==> src/rtl/vsd_pkg.sv <==
`timescale 1ns/1ps
package vsd_pkg;
  typedef struct packed {
    logic trs;
    logic hs;
    logic vs;
    logic fld;
  } vsd_tag_t;

  // protection nibble for a given flag set
  function automatic logic [3:0] vsd_prot(input logic f, input logic v, input logic h);
    vsd_prot = {v ^ h, f ^ h, f ^ v, f ^ v ^ h};
  endfunction
endpackage

==> src/rtl/vsd_edge_capture.sv <==
`timescale 1ns/1ps
module vsd_edge_capture #(
  parameter int unsigned W = 11
) (
  input  logic         clk_i,
  input  logic         rst_ni,
  input  logic         neg_edge_i,
  input  logic [W-1:0] d_i,
  output logic [W-1:0] q_o
);
  logic [W-1:0] neg_q;

  always_ff @(negedge clk_i or negedge rst_ni) begin
    if (!rst_ni) neg_q <= '0;
    else         neg_q <= d_i;
  end

  always_ff @(posedge clk_i or negedge rst_ni) begin
    if (!rst_ni) q_o <= '0;
    else         q_o <= neg_edge_i ? neg_q : d_i;
  end
endmodule

==> src/rtl/vsd_trs_detect.sv <==
`timescale 1ns/1ps
module vsd_trs_detect #(
  parameter int unsigned DW = 8
) (
  input  logic          clk_i,
  input  logic          rst_ni,
  input  logic          en_i,
  input  logic [DW-1:0] byte_i,
  output logic          hit_o,
  output logic          f_o,
  output logic          v_o,
  output logic          h_o
);
  localparam int unsigned PRE_LEN = 3;

  logic [DW-1:0] hist_q [PRE_LEN];
  logic          pre_ok;
  logic          mark;
  logic [3:0]    prot;

  // hist_q[0] is the newest byte
  always_ff @(posedge clk_i or negedge rst_ni) begin
    if (!rst_ni) begin
      for (int i = 0; i < PRE_LEN; i++) hist_q[i] <= '0;
    end else begin
      hist_q[0] <= byte_i;
      for (int i = 1; i < PRE_LEN; i++) hist_q[i] <= hist_q[i-1];
    end
  end

  assign pre_ok = (hist_q[PRE_LEN-1] == '1) && (hist_q[1] == '0) && (hist_q[0] == '0);
  assign mark   = byte_i[DW-1];
  assign f_o    = byte_i[DW-2];
  assign v_o    = byte_i[DW-3];
  assign h_o    = byte_i[DW-4];
  assign prot   = byte_i[DW-5 -: 4];
  assign hit_o  = en_i && pre_ok && mark && (prot == vsd_pkg::vsd_prot(f_o, v_o, h_o));

  // a preamble cannot overlap the previous code's bytes
  assert_hit_spacing_R1: assert property (@(posedge clk_i) disable iff (!rst_ni)
    hit_o |-> (!$past(hit_o) && !$past(hit_o, 2) && !$past(hit_o, 3)));
endmodule

==> src/rtl/vsd_sync_track.sv <==
`timescale 1ns/1ps
module vsd_sync_track (
  input  logic clk_i,
  input  logic rst_ni,
  input  logic hit_i,
  input  logic f_i,
  input  logic v_i,
  input  logic h_i,
  output logic h_o,
  output logic v_o,
  output logic f_o
);
  always_ff @(posedge clk_i or negedge rst_ni) begin
    if (!rst_ni) begin
      h_o <= 1'b0;
      v_o <= 1'b0;
      f_o <= 1'b0;
    end else if (hit_i) begin
      h_o <= h_i;
      v_o <= v_i;
      f_o <= f_i;
    end
  end

  assert_take_code_R1: assert property (@(posedge clk_i) disable iff (!rst_ni)
    hit_i |=> (h_o == $past(h_i) && v_o == $past(v_i) && f_o == $past(f_i)));

  assert_hold_on_reject_R2: assert property (@(posedge clk_i) disable iff (!rst_ni)
    !hit_i |=> $stable({h_o, v_o, f_o}));
endmodule

==> src/rtl/vsd_align.sv <==
`timescale 1ns/1ps
module vsd_align #(
  parameter int unsigned DW    = 8,
  parameter int unsigned DEPTH = 4
) (
  input  logic              clk_i,
  input  logic              rst_ni,
  input  logic [DW-1:0]     byte_i,
  input  vsd_pkg::vsd_tag_t tag_i,
  input  logic              hit_i,
  output logic [DW-1:0]     byte_o,
  output vsd_pkg::vsd_tag_t tag_o
);
  for (genvar s = 0; s < DEPTH; s++) begin : g_stage
    logic [DW-1:0]     b_q;
    logic [DW-1:0]     b_d;
    vsd_pkg::vsd_tag_t t_q;
    vsd_pkg::vsd_tag_t t_d;

    if (s == 0) begin : g_head
      assign b_d = byte_i;
      assign t_d = tag_i;
    end else begin : g_body
      assign b_d = g_stage[s-1].b_q;
      assign t_d = g_stage[s-1].t_q;
    end

    // a hit marks every byte of the code still in flight
    always_ff @(posedge clk_i or negedge rst_ni) begin
      if (!rst_ni) begin
        b_q <= '0;
        t_q <= '0;
      end else begin
        b_q <= b_d;
        t_q <= '{trs: t_d.trs | hit_i, hs: t_d.hs, vs: t_d.vs, fld: t_d.fld};
      end
    end
  end

  assign byte_o = g_stage[DEPTH-1].b_q;
  assign tag_o  = g_stage[DEPTH-1].t_q;

  assert_code_marked_R4: assert property (@(posedge clk_i) disable iff (!rst_ni)
    hit_i |=> tag_o.trs);
endmodule

==> src/rtl/vsd_out_fmt.sv <==
`timescale 1ns/1ps
module vsd_out_fmt #(
  parameter int unsigned DW = 8
) (
  input  logic              clk_i,
  input  logic              rst_ni,
  input  logic              sep_in_i,
  input  logic              embed_out_i,
  input  logic              full_range_i,
  input  logic [DW-1:0]     byte_i,
  input  vsd_pkg::vsd_tag_t tag_i,
  input  logic              st_h_i,
  input  logic              st_v_i,
  input  logic              st_f_i,
  output logic [DW-1:0]     data_o,
  output logic              hs_o,
  output logic              vs_o,
  output logic              fld_o
);
  localparam logic [DW-1:0] LO    = DW'(16)  << (DW - 8);
  localparam logic [DW-1:0] Y_HI  = DW'(235) << (DW - 8);
  localparam logic [DW-1:0] C_HI  = DW'(240) << (DW - 8);
  localparam logic [DW-1:0] BLANK = DW'(16)  << (DW - 8);

  logic          phase_q;  // 1: current byte is luma
  logic          embed;
  logic          hs_n, vs_n, fld_n;
  logic [DW-1:0] hi, lim, d_n;

  always_comb begin
    embed = embed_out_i & ~sep_in_i;
    hs_n  = sep_in_i ? tag_i.hs  : st_h_i;
    vs_n  = sep_in_i ? tag_i.vs  : st_v_i;
    fld_n = sep_in_i ? tag_i.fld : st_f_i;
    hi    = phase_q ? Y_HI : C_HI;
    lim   = (byte_i < LO) ? LO : ((byte_i > hi) ? hi : byte_i);
    if (embed)              d_n = byte_i;
    else if (tag_i.trs)     d_n = BLANK;
    else if (!full_range_i) d_n = lim;
    else                    d_n = byte_i;
  end

  always_ff @(posedge clk_i or negedge rst_ni) begin
    if (!rst_ni) begin
      data_o  <= '0;
      hs_o    <= 1'b0;
      vs_o    <= 1'b0;
      fld_o   <= 1'b0;
      phase_q <= 1'b0;
    end else begin
      data_o  <= d_n;
      hs_o    <= hs_n  & ~embed;
      vs_o    <= vs_n  & ~embed;
      fld_o   <= fld_n & ~embed;
      phase_q <= (tag_i.trs | hs_n) ? 1'b0 : ~phase_q;
    end
  end

  assert_embed_quiet_R5: assert property (@(posedge clk_i) disable iff (!rst_ni)
    (embed_out_i && !sep_in_i) |=> (!hs_o && !vs_o && !fld_o));

  assert_range_R7: assert property (@(posedge clk_i) disable iff (!rst_ni)
    (!full_range_i && !(embed_out_i && !sep_in_i)) |=> (data_o >= LO && data_o <= C_HI));
endmodule

==> src/rtl/vid_sync_decoder.sv <==
`timescale 1ns/1ps
module vid_sync_decoder #(
  parameter int unsigned DW = 8
) (
  input  logic          clk_i,
  input  logic          rst_ni,
  input  logic          neg_edge_i,
  input  logic          sep_in_i,
  input  logic          embed_out_i,
  input  logic          full_range_i,
  input  logic [DW-1:0] data_i,
  input  logic          hs_i,
  input  logic          vs_i,
  input  logic          fld_i,
  output logic [DW-1:0] data_o,
  output logic          hs_o,
  output logic          vs_o,
  output logic          fld_o
);
  localparam int unsigned SYNC_W      = 3;
  localparam int unsigned CAP_W       = DW + SYNC_W;
  localparam int unsigned ALIGN_DEPTH = 4;  // preamble plus flag byte

  logic [CAP_W-1:0]  cap_d, cap_q;
  logic [DW-1:0]     byte_q, al_byte;
  vsd_pkg::vsd_tag_t tag_in, al_tag;
  logic              hit, xf, xv, xh;
  logic              st_h, st_v, st_f;

  assign cap_d  = {data_i, hs_i, vs_i, fld_i};
  assign byte_q = cap_q[CAP_W-1 -: DW];
  assign tag_in = '{trs: 1'b0, hs: cap_q[2], vs: cap_q[1], fld: cap_q[0]};

  vsd_edge_capture #(.W(CAP_W)) u_cap (
    .clk_i      (clk_i),
    .rst_ni     (rst_ni),
    .neg_edge_i (neg_edge_i),
    .d_i        (cap_d),
    .q_o        (cap_q)
  );

  vsd_trs_detect #(.DW(DW)) u_det (
    .clk_i  (clk_i),
    .rst_ni (rst_ni),
    .en_i   (~sep_in_i),
    .byte_i (byte_q),
    .hit_o  (hit),
    .f_o    (xf),
    .v_o    (xv),
    .h_o    (xh)
  );

  vsd_sync_track u_trk (
    .clk_i  (clk_i),
    .rst_ni (rst_ni),
    .hit_i  (hit),
    .f_i    (xf),
    .v_i    (xv),
    .h_i    (xh),
    .h_o    (st_h),
    .v_o    (st_v),
    .f_o    (st_f)
  );

  vsd_align #(.DW(DW), .DEPTH(ALIGN_DEPTH)) u_aln (
    .clk_i  (clk_i),
    .rst_ni (rst_ni),
    .byte_i (byte_q),
    .tag_i  (tag_in),
    .hit_i  (hit),
    .byte_o (al_byte),
    .tag_o  (al_tag)
  );

  vsd_out_fmt #(.DW(DW)) u_fmt (
    .clk_i        (clk_i),
    .rst_ni       (rst_ni),
    .sep_in_i     (sep_in_i),
    .embed_out_i  (embed_out_i),
    .full_range_i (full_range_i),
    .byte_i       (al_byte),
    .tag_i        (al_tag),
    .st_h_i       (st_h),
    .st_v_i       (st_v),
    .st_f_i       (st_f),
    .data_o       (data_o),
    .hs_o         (hs_o),
    .vs_o         (vs_o),
    .fld_o        (fld_o)
  );
endmodule

==> config.mk <==
export PLATFORM = sky130hd
export DESIGN_NAME = vid_sync_decoder
export DESIGN_NICKNAME = d
export VERILOG_FILES = /design/src/rtl/vsd_pkg.sv /design/src/rtl/vsd_edge_capture.sv /design/src/rtl/vsd_trs_detect.sv /design/src/rtl/vsd_sync_track.sv /design/src/rtl/vsd_align.sv /design/src/rtl/vsd_out_fmt.sv /design/src/rtl/vid_sync_decoder.sv
export SDC_FILE = /design/constraint.sdc
export NUM_CORES = 1
export LEC_CHECK = 0
export BUFFER_PORTS_ARGS = -buffer_cell sky130_fd_sc_hd__buf_2
export CORE_MARGIN = 10
export CORE_UTILIZATION = 51
export DETAILED_ROUTE_END_ITERATION = 10
export PLACE_DENSITY = 0.72
export SLEW_MARGIN = 20
export SYNTH_ARGS = -nofsm -noshare
export SYNTH_HDL_FRONTEND = slang
export SYNTH_SLANG_ARGS = --single-unit
export TNS_END_PERCENT = 20
==> constraint.sdc <==
create_clock -name clk_i -period 1.74 [get_ports clk_i]
set_input_delay 0.348 -clock clk_i [delete_from_list [all_inputs] [get_ports clk_i]]
set_output_delay 0.348 -clock clk_i [all_outputs]
set_load 0.01 [all_outputs]
==> results of run 1 <==
## critical path, stage by stage, from the launching register on
cell	delay, ns
dfrtp_1	0.43
ha_4	0.26
nor2b_4	0.12
o31a_1	0.27
o2111a_1	0.27
o31ai_4	0.26
a21oi_1	0.11
## power breakdown
part | switching [mW] | internal [mW] | total [mW] | leakage (nW)
Sequential | 0.0691 | 2.11 | 2.18 | 1.01
Clock | 0.651 | 0.806 | 1.46 | 0.0985
Combinational | 0.156 | 0.139 | 0.295 | 0.452
## final cells by class
class | count | area [um^2]
inverter | 3 | 11.3
fill | 402 | 1860
timing repair buffer | 37 | 215
tap | 70 | 87.6
clock inverter | 6 | 87.6
multi-input combinational | 81 | 693
sequential | 85 | 2130
clock buffer | 10 | 128
## path summary, 6_finish.rpt
check                                                  startpoint                           endpoint  slack [ns]  cells past startpoint
worst max-delay path                    u_aln.byte_o[1]$_DFF_PN0_          u_fmt.data_o[4]$_DFF_PN0_       -0.09                      6
worst min-delay path                                  embed_out_i               u_fmt.hs_o$_DFF_PN0_        0.24                      2
worst max register to register          u_aln.byte_o[1]$_DFF_PN0_          u_fmt.data_o[4]$_DFF_PN0_       -0.09                      6
worst min register to register  u_aln.g_stage[0].t_q[0]$_DFF_PN0_  u_aln.g_stage[1].t_q[0]$_DFF_PN0_        0.35                      0
max in group asynchronous                                  rst_ni          u_cap.neg_q[10]$_DFF_NN0_        0.18                      2
min in group asynchronous                                  rst_ni             u_cap.q_o[9]$_DFF_PN0_        0.50                      2
## timing repair
item / 4_1_cts / 5_1_grt
buffers inserted: 0 / 2
setup endpoints to repair: 8 / 11
pin swaps: 5 / 3
hold endpoints to repair: 17 / 0
resized for setup: 1 / 7
hold buffers: 1 / 0
## cell usage in the layout, fill, tap and decap left out, types with 3 or more instances in the layout
| cell | count |
|---|---|
| buf_4 | 10 |
| buf_2 | 26 |
| and2_1 | 4 |
| ha_1 | 3 |
| nand4b_1 | 3 |
| clkinvlp_4 | 3 |
| nand3_1 | 4 |
| dfrtn_1 | 11 |
| nand2_1 | 4 |
| a21o_1 | 3 |
| nand4_1 | 3 |
| nor2_1 | 5 |
| nand2b_1 | 4 |
| xor2_1 | 4 |
| nor4_1 | 3 |
| dfrtp_1 | 74 |
| mux2_1 | 3 |
| mux2_2 | 11 |
| or2b_1 | 3 |
| clkbuf_8 | 9 |
## cells by family (layout without fill, tap and decap cells)
kind of cell | after synthesis | count (layout)
AND/OR/NAND/NOR | 46 | 46
XOR/XNOR | 4 | 4
flip-flops | 85 | 85
multiplexers | 14 | 14
adder cells (fa/ha/maj) | 4 | 4
buffers and inverters | 4 | 56
AO/OA/AOI/OAI | 13 | 13
## layer usage
metal	global-route usage, %	share of wire, %
met3	4.56	5.3
met2	18.7	52
met4	5.44	1.3
met5	0	0
met1	11.9	41
## sequential cells by signal, summed over array words and instances, names as in the netlist
name and flops:
u_aln.tag_o 4, u_cap.q_o 11, u_fmt.data_o 8, u_trk.v_o 1, u_trk.h_o 1, u_aln.g_stage.b_q 24
u_fmt.fld_o 1, u_cap.neg_q 11, u_fmt.phase_q 1, u_fmt.hs_o 1, u_trk.f_o 1, u_aln.byte_o 8
u_fmt.vs_o 1, u_aln.g_stage.t_q 12
## cells in the mapped netlist, types with 2 or more instances
cell type and instances:
inv_1 3, or2b_1 3, a22o_1 2, xor2_1 4, nand3_1 4, nor3b_1 2, dfrtn_1 11, or3_1 2
and2_1 4, mux2_2 11, nand4_1 3, nand2_1 4, dfrtp_1 74, a21o_1 3, o31a_1 2, nor2_1 6
mux2_1 3, nand4b_1 3, nand2b_1 4, nor4_1 3, ha_1 4
## metrics by stage
| step | power [mW] | area, um^2 | setup slack, ns | utilization [%] |
|---|---|---|---|---|
| global route | 4.12 | 3350 | -0.162 | 64.4 |
| CTS | 3.95 | 3300 | -0.104 | 63.4 |
| global placement | 2.46 | 3070 | -0.0287 | 59.0 |
| finish | 3.93 | 3350 | -0.0851 | 64.4 |
| detailed placement | 2.49 | 3070 | -0.143 | 59.0 |
| floorplan | 2.34 | 2800 | -0.0507 | - |
==> impl_results.md, run 1 <==
* H-Tree Level Count at 3
* Global Route Usage Sum at 11.1%
* TritonCTS Buffers at 9
* Share of layout cells above drive strength 1 at 33.3%
* Starting Density at 53.6%
* PD cells at 1170 nW/um^2
* Largest family of logic cells by synthesized area: simple AND/OR/NAND/NOR gates
* Area contributors post-synth: dfrtp_1 (66%), dfrtn_1 (9.9%), mux2_2 (4.4%)
* Synth Register Bits at 85
* Synth warn at 0
* Peak Freq at 0.548 GHz
* Die X at 93.9 um
* Worst EP arrival at 2.05 ns
* Largest net degree at the start of global routing at 34
* TNS Setup at -0.419 ns
* Syn Inst Count at 170
* Std cell rows at 26
* Nets@finish at 238
* Skew-Pair Late Insertion Delay at 0.34 ns
* Syn Nets at 191
* CP startpoint kind: flip-flop
* Area leader, netlist: dfrtp_1
* Io pins at 28
* DR vias at 1487
* Pre-antenna DRT Iters at 4
* Synth cell types at 36
* Routability cong. at 0.818
* CP required at 1.96 ns
* Synth-to-layout area growth at 20.2%
* Clock Sinks at 85
* Initial antenna violation count at 0
* CTS tree: yes
* Clk_skew at 0.0147 ns
* GRT overflow at 0
* Post-Synth XOR/XNOR Area at 1.26%
* Violation count after the first detailed-route iteration at 77
* Worst-Margin Slew at 0.399 ns
* Worst Setup Path Type: flip-flop to flip-flop
* DR WL/cell at 15.3 um
* Area of the die at 8820 um^2
* Simple-gate portion of the synthesized area at 10.6%
* Leak Pwr at 1.56 nW
* Failing checks: negative setup slack
* Clk pin slew, worst setup/hold paths at 0.08 ns
* Max_slew headroom at 73.4%
* Final worst-path cycle share at 105%
* Vias/cell at 5.09
* Top cell type's share of synthesized area at 66.4%
* Post-route ant nets at 0
* Cells after DPL at 273
* WL final at 4470 um
* Worst hold margin at 0.239 ns
* Post-Syn Area at 2790 um^2
* RSZ-0062 raised after global routing: true
* Async set-reset flop share out of synthesis at 100%
* Core Area at 5200 um^2
* Final Non-Filler Cells at 292
* Final Setup Violations at 8
* Main synth FF type: dfrtp_1
* Vias in the first global route at 1693
* CTS Root Cell: clkbuf_8
* Setup ws final at -0.0851 ns
* Mux cell area share after synthesis at 5.66%
* Final-report max-slew violation count at 0
* Sequential cell area fraction in the yosys report at 76.3%
* Ant. Diodes at 0
* Final Critical Period at 1.83 ns
* Synth Area in Adders at 1.80%
* Hold Vio Cnt, Final at 0
* DIE HEIGHT at 93.9 um
* Critical path capture point type: flip-flop
* Max cap viols at 0
* Residual DRC count at 0
* Synth Area in Compound Gates at 3.86%
* Avg Inst Size Synth at 16.4 um^2
* PortBufs at 27
* Status: finished, violations left
* Hold crit path type: primary input to flip-flop
* VDD IR max at 0.000724 V
* CP max FO at 4
* Global-route wire length before repair at 7630 um
* Post-synth EDFFs at 0
* Hpwl dp at 3260 um
* Max clock buf depth at 2
No activity file was read; power rests on OpenSTA's default activity.
==> run 2: changes to the inputs <==
--- a/config.mk
+++ b/config.mk
@@ -5,7 +5,7 @@
 export SDC_FILE = /design/constraint.sdc
 export NUM_CORES = 1
 export LEC_CHECK = 0
-export BUFFER_PORTS_ARGS = -buffer_cell sky130_fd_sc_hd__buf_2
+export BUFFER_PORTS_ARGS = -buffer_cell sky130_fd_sc_hd__buf_4
 export CORE_MARGIN = 10
 export CORE_UTILIZATION = 51
 export DETAILED_ROUTE_END_ITERATION = 10
==> run 2 against run 1 <==
Effect of this change: the run still ends with negative setup slack left; design area increased by 2.2%; fmax decreased by 2.7%; worst hold slack got worse by 0.018 ns; worst setup slack worse by 0.051 ns; register-to-register slack lost 0.05 ns; utilization rose by 1.4 points; clock-buffer cell count did not move; critical path type unchanged; largest cell class unchanged; highest routed layer unchanged.
==> impl_results.md, run 2 (same netlist as run 1, synthesis figures left out) <==
* Status: finished, violations left (unchanged)
* Failing checks: negative setup slack (unchanged)
* CP max stage cell: dfrtp_1 (unchanged)
* Clk pin slew, worst setup/hold paths at 0.09 ns (was 0.08 ns)
* Post-layout util at 65.7% (was 64.4%)
* Pwr Total at 3.79 mW (was 3.93 mW)
* Clock Sinks at 85 (unchanged)
* Worst-Margin Slew at 0.639 ns (was 0.399 ns)
* Worst EP arrival at 2.09 ns (was 2.05 ns)
* Initial antenna violation count at 0 (unchanged)
* Hpwl dp at 3300 um (was 3260 um)
* Max clock buf depth at 2 (unchanged)
* TritonCTS Buffers at 9 (unchanged)
* H-Tree Level Count at 3 (unchanged)
* Hold Path Stages at 2 (unchanged)
* Worst Setup Path Type: flip-flop to flip-flop (unchanged)
* Routability cong. at 0.849 (was 0.818)
* CTS tree: yes (unchanged)
* Final Setup Violations at 8 (unchanged)
* CTS Root Cell: clkbuf_8 (unchanged)
* Max_slew headroom at 57.4% (was 73.4%)
* Synth-to-layout area growth at 22.8% (was 20.2%)
* Critical path capture point type: flip-flop (unchanged)
* Final Critical Period at 1.88 ns (was 1.83 ns)
* Starting Density at 53.6% (unchanged)
* Final-report max-slew violation count at 0 (unchanged)
* GRT overflow at 0 (unchanged)
* Setup ws final at -0.136 ns (was -0.0851 ns)
* Skew-Pair Late Insertion Delay at 0.33 ns (was 0.34 ns)
* Worst hold margin at 0.221 ns (was 0.239 ns)
* Share of layout cells above drive strength 1 at 34.8% (was 33.3%)
* CP cell instances: buf_6 > ha_4 > nand4_1 > nor2_2 > o22ai_2 > o31ai_4 > a21oi_1 (was ha_4 > nor2b_4 > o31a_1 > o2111a_1 > o31ai_4 > a21oi_1)
* Max cap viols at 0 (unchanged)
* PD cells at 1110 nW/um^2 (was 1170 nW/um^2)
* Post-route ant nets at 0 (unchanged)
* CP startpoint kind: flip-flop (unchanged)
* Reg-to-reg startpoint: u_fmt.phase_q$_DFF_PN0_ (was u_aln.byte_o[1]$_DFF_PN0_)
* R2R depth at 7 (was 6)
* Residual DRC count at 0 (unchanged)
* Reg with most FFs: u_aln.g_stage.b_q (unchanged)
* Worst hold endpoint: u_fmt.hs_o$_DFF_PN0_ (unchanged)
* Hold crit path type: primary input to flip-flop (unchanged)
* Max reg flops at 24 (unchanged)
* Violation count after the first detailed-route iteration at 77 (unchanged)
* Global-route wire length before repair at 7570 um (was 7630 um)
* VDD IR max at 0.000829 V (was 0.000724 V)
* Global Route Usage Sum at 11.0% (was 11.1%)
* Clk_skew at 0.0119 ns (was 0.0147 ns)
* Leak Pwr at 1.60 nW (was 1.56 nW)
* DR WL/cell at 15.5 um (was 15.3 um)
* Commonest cells after routing, fill and taps aside: dfrtp_1 (74), buf_4 (34), mux2_2 (11), dfrtn_1 (11), clkbuf_8 (10) (was dfrtp_1 (74), buf_2 (26), mux2_2 (11), dfrtn_1 (11), buf_4 (10))
* Core Area at 5200 um^2 (unchanged)
* Std cell rows at 26 (unchanged)
* Cells after DPL at 273 (unchanged)
* R2R Setup Slk at -0.14 ns (was -0.09 ns)
* Peak Freq at 0.533 GHz (was 0.548 GHz)
* Final Non-Filler Cells at 291 (was 292)
* Crit-path max cell delay at 0.41 ns (was 0.43 ns)
* Ant. Diodes at 0 (unchanged)
* Placed inst area at 3140 um^2 (was 3070 um^2)
* Hold Vio Cnt, Final at 0 (unchanged)
* DR vias at 1481 (was 1487)
* CP max FO at 5 (was 4)
* Vias/cell at 5.09 (about the same)
* RSZ-0062 raised after global routing: true (unchanged)
* Final worst-path cycle share at 108% (was 105%)
* Largest net degree at the start of global routing at 56 (was 34)
* Io pins at 28 (unchanged)
* Most common cell after layout, fill and taps aside: dfrtp_1 (unchanged)
* Nets@finish at 237 (was 238)
* Hold_sp: embed_out_i (unchanged)
* Design Area, Final at 3420 um^2 (was 3350 um^2)
* Area of the die at 8820 um^2 (unchanged)
* Vias in the first global route at 1639 (was 1693)
* Regs by FF count: u_aln.g_stage.b_q x24, u_aln.g_stage.t_q x12 (unchanged)
* PortBufs at 27 (unchanged)
* WL final at 4510 um (was 4470 um)
* DIE HEIGHT at 93.9 um (unchanged)
* Crit Reg-Reg Endpoint: u_fmt.data_o[4]$_DFF_PN0_ (unchanged)
* Pre-antenna DRT Iters at 3 (was 4)
* Die X at 93.9 um (unchanged)
* CP required at 1.96 ns (about the same)
==> run 2: per-layer routing <==
metal / track usage (%) / up-vias / share of wire, %
li1: - / 688 / -
met2: 18.4 / 35 / 52
met5: 0 / - / 0
met3: 3.92 / 12 / 4.9
met4: 5.95 / 0 / 2.3
met1: 11.9 / 746 / 41
==> run 2: area by class of cell <==
cell class | instances | area [um^2]
clock buffers | 10 | 138
multi-input cells | 81 | 729
clock inverters | 6 | 52.6
well taps | 70 | 87.6
fillers | 385 | 1780
inverters | 3 | 11.3
repair buffers | 36 | 277
flip-flops and latches | 85 | 2130
==> run 2: how the worst max path moves through the flow <==
stage                                                  from                        end  slack, ns  cells past startpoint
after global placement    u_aln.g_stage[1].b_q[1]$_DFF_PN0_      u_trk.f_o$_DFFE_PN0P_      -0.03                      5
after global routing                u_fmt.phase_q$_DFF_PN0_  u_fmt.data_o[4]$_DFF_PN0_      -0.21                      8
after CTS                         u_aln.byte_o[1]$_DFF_PN0_  u_fmt.data_o[4]$_DFF_PN0_      -0.16                      6
after floorplan                     u_fmt.phase_q$_DFF_PN0_  u_fmt.data_o[4]$_DFF_PN0_      -0.05                      7
final                               u_fmt.phase_q$_DFF_PN0_  u_fmt.data_o[4]$_DFF_PN0_      -0.14                      7
after detailed placement          u_aln.byte_o[1]$_DFF_PN0_  u_fmt.data_o[1]$_DFF_PN0_      -0.23                      7
==> run 2: what timing repair did <==
action                                 4_1_cts  5_1_grt
setup endpoints to repair                    8       11
endpoints found under the hold margin       12        0
hold buffers                                 1        0
pin swaps                                    0        7
buffers inserted                             0        1
resized for setup                            2       11
==> run 2: critical path, delay by kind of cell, from the launching register on <==
| family | cells | cell delay (ns) |
|---|---|---|
| compound gates | 3 | 0.57 |
| fa+ha+maj | 1 | 0.25 |
| buf+inv | 1 | 0.14 |
| flops | 1 | 0.41 |
| simple gates | 2 | 0.38 |
==> run 2: stage by stage <==
step | worst slack, ns | TNS [ns]
2_1_floorplan | -0.0507 | -0.121
3_3_place_gp | -0.0275 | -0.130
3_5_place_dp | -0.229 | -1.05
4_1_cts | -0.160 | -0.747
5_1_grt | -0.210 | -1.59
6_report | -0.136 | -0.519
==> run 2: power by group <==
group	internal (mW)	switching, mW
combinational	0.169	0.160
sequential	2.11	0.0725
clock	0.580	0.695
total	2.86	0.927
==> run 3: changes to the inputs <==
--- a/config.mk
+++ b/config.mk
@@ -6,6 +6,7 @@
 export NUM_CORES = 1
 export LEC_CHECK = 0
 export BUFFER_PORTS_ARGS = -buffer_cell sky130_fd_sc_hd__buf_4
+export CORE_ASPECT_RATIO = 0.5
 export CORE_MARGIN = 10
 export CORE_UTILIZATION = 51
 export DETAILED_ROUTE_END_ITERATION = 10
==> run 3 against run 2 <==
Effect of this change: the run still ends with negative setup slack left; via count down 2.7%; worst hold slack improved by 0.0085 ns; sequential power hardly changed; sequential cell count did not move; critical path depth down 1; wire length is 5.3% lower; fmax is 3.5% higher; cell count unchanged; non-clock buffer count unchanged; clock-buffer cell count fell by 1; critical path type unchanged; critical endpoint unchanged.
==> impl_results.md, run 3 (same netlist as run 1, synthesis figures left out) <==
* Vias in the first global route at 1555 (was 1639)
* Worst-Margin Slew at 0.366 ns (was 0.639 ns)
* CP startpoint kind: flip-flop (unchanged)
* DR vias at 1441 (was 1481)
* Routability cong. at 0.912 (was 0.849)
* Metal2 WL at 2020 um (was 2340 um)
* Peak Freq at 0.552 GHz (was 0.533 GHz)
* Final Critical Period at 1.81 ns (was 1.88 ns)
* Failing checks: negative setup slack (unchanged)
* Final Setup Violations at 8 (unchanged)
* VDD IR max at 0.000742 V (was 0.000829 V)
* GRT overflow at 0 (unchanged)
* Std cell rows at 18 (was 26)
* DR WL/cell at 14.7 um (was 15.5 um)
* Clk_skew at 0.0132 ns (was 0.0119 ns)
* Pre-antenna DRT Iters at 4 (was 3)
* Area of the die at 9000 um^2 (was 8820 um^2)
* Clock Sinks at 85 (unchanged)
* Leak Pwr at 1.59 nW (was 1.60 nW)
* Global-route wire length before repair at 7190 um (was 7570 um)
* CP required at 1.96 ns (about the same)
* Hpwl dp at 2960 um (was 3300 um)
* RSZ-0062 raised after global routing: true (unchanged)
* Vias/cell at 4.95 (was 5.09)
* Reg with most FFs: u_aln.g_stage.b_q (unchanged)
* Max clock buf depth at 2 (unchanged)
* PD cells at 1090 nW/um^2 (was 1110 nW/um^2)
* Post-route ant nets at 0 (unchanged)
* CTS Root Cell: clkbuf_8 (unchanged)
* DIE HEIGHT at 72.3 um (was 93.9 um)
* Most common cell after layout, fill and taps aside: dfrtp_1 (unchanged)
* Skew-Pair Late Insertion Delay at 0.34 ns (was 0.33 ns)
* Residual DRC count at 0 (unchanged)
* CTS tree: yes (unchanged)
* Die X at 125 um (was 93.9 um)
* Initial antenna violation count at 0 (unchanged)
* Nets@finish at 237 (unchanged)
* Max reg flops at 24 (unchanged)
* Max_slew headroom at 75.6% (was 57.4%)
* Pwr Total at 3.69 mW (was 3.79 mW)
* H-Tree Level Count at 3 (unchanged)
* Metal-1 WL at 1930 um (was 1850 um)
* Worst Setup Path Type: flip-flop to flip-flop (unchanged)
* Final-report max-slew violation count at 0 (unchanged)
* Ant. Diodes at 0 (unchanged)
* Top Metal Used: met4 (unchanged)
* Clk pin slew, worst setup/hold paths at 0.08 ns (was 0.09 ns)
* Max cap viols at 0 (unchanged)
* Worst EP arrival at 2.03 ns (was 2.09 ns)
* Hold Vio Cnt, Final at 0 (unchanged)
* Global Route Usage Sum at 10.0% (was 11.0%)
* Violation count after the first detailed-route iteration at 115 (was 77)
* Starting Density at 54.5% (was 53.6%)
* Core Area at 5110 um^2 (was 5200 um^2)
* Setup ws final at -0.0718 ns (was -0.136 ns)
* Share of layout cells above drive strength 1 at 33.0% (was 34.8%)
* Io pins at 28 (unchanged)
* Commonest cells after routing, fill and taps aside: dfrtp_1 (74), buf_4 (34), mux2_2 (11), dfrtn_1 (11), clkbuf_8 (9) (was dfrtp_1 (74), buf_4 (34), mux2_2 (11), dfrtn_1 (11), clkbuf_8 (10))
* Regs by FF count: u_aln.g_stage.b_q x24, u_aln.g_stage.t_q x12 (unchanged)
* TritonCTS Buffers at 9 (unchanged)
* Status: finished, violations left (unchanged)
* CP max FO at 4 (was 5)
* Worst hold margin at 0.230 ns (was 0.221 ns)
* Critical path capture point type: flip-flop (unchanged)
* Hold crit path type: primary input to flip-flop (unchanged)
* PortBufs at 27 (unchanged)
* WL final at 4270 um (was 4510 um)
* Synth-to-layout area growth at 21.5% (was 22.8%)
* Largest net degree at the start of global routing at 73 (was 56)
* Final worst-path cycle share at 104% (was 108%)
* Met3 Wirelength at 263 um (was 222 um)
-- run 3: worst max-delay path, cell delays in order, from the launching register on --
cell,delay [ns]
dfrtp_1,0.40
ha_1,0.31
nor2b_1,0.13
o31a_1,0.25
o2111a_1,0.27
o31ai_4,0.23
a21oi_1,0.10
-- run 3: area by class of cell --
class | count | area [um^2]
clock buffers | 9 | 124
clock inverters | 7 | 50.0
fillers | 360 | 1720
inverters | 3 | 11.3
multi-input cells | 81 | 703
flip-flops and latches | 85 | 2130
well taps | 70 | 87.6
repair buffers | 36 | 285
-- run 3: worst paths after layout --
kind	from	end	slack [ns]	cells after the start
setup reg to reg	u_aln.byte_o[1]$_DFF_PN0_	u_fmt.data_o[4]$_DFF_PN0_	-0.07	6
hold / removal	embed_out_i	u_fmt.hs_o$_DFF_PN0_	0.23	2
max in group asynchronous	rst_ni	u_cap.neg_q[2]$_DFF_NN0_	0.38	2
hold reg to reg	u_aln.g_stage[2].t_q[2]$_DFF_PN0_	u_aln.tag_o[2]$_DFF_PN0_	0.35	0
min in group asynchronous	rst_ni	u_cap.q_o[0]$_DFF_PN0_	0.39	2
setup / recovery	u_aln.byte_o[1]$_DFF_PN0_	u_fmt.data_o[4]$_DFF_PN0_	-0.07	6
-- run 3: report_power, final --
group          leakage (nW)  internal, mW  switching (mW)
logic                 0.484         0.159           0.147
registers              1.01          2.11          0.0724
clock network        0.0937         0.525           0.672
-- run 3: through the flow --
step | instance area (um^2) | TNS (ns) | utilization (%) | setup WS (ns) | std cells
global route | 3390 | -1.21 | 66.3 | -0.152 | 291
floorplan | 2800 | -0.121 | - | -0.0507 | 170
global placement | 3160 | -0.228 | 61.7 | -0.0568 | 274
CTS | 3360 | -0.471 | 65.8 | -0.0803 | 291
detailed placement | 3160 | -0.549 | 61.7 | -0.0938 | 274
finish | 3390 | -0.351 | 66.3 | -0.0718 | 291
-- run 3: what timing repair did --
| action | CTS | global route |
|---|---|---|
| cloned | 0 | 0 |
| buffers inserted | 0 | 0 |
| setup endpoints to repair | 11 | 11 |
| endpoints found under the hold margin | 2 | 0 |
| resized for setup | 4 | 4 |
| pin swaps | 3 | 3 |
| hold buffers | 1 | 0 |
-- run 3: layer usage --
layer / global-route usage (%) / vias to the layer above
met5: 0 / -
met4: 6.03 / 0
met3: 4.57 / 5
met2: 15.3 / 32
met1: 11.6 / 714
li1: - / 690
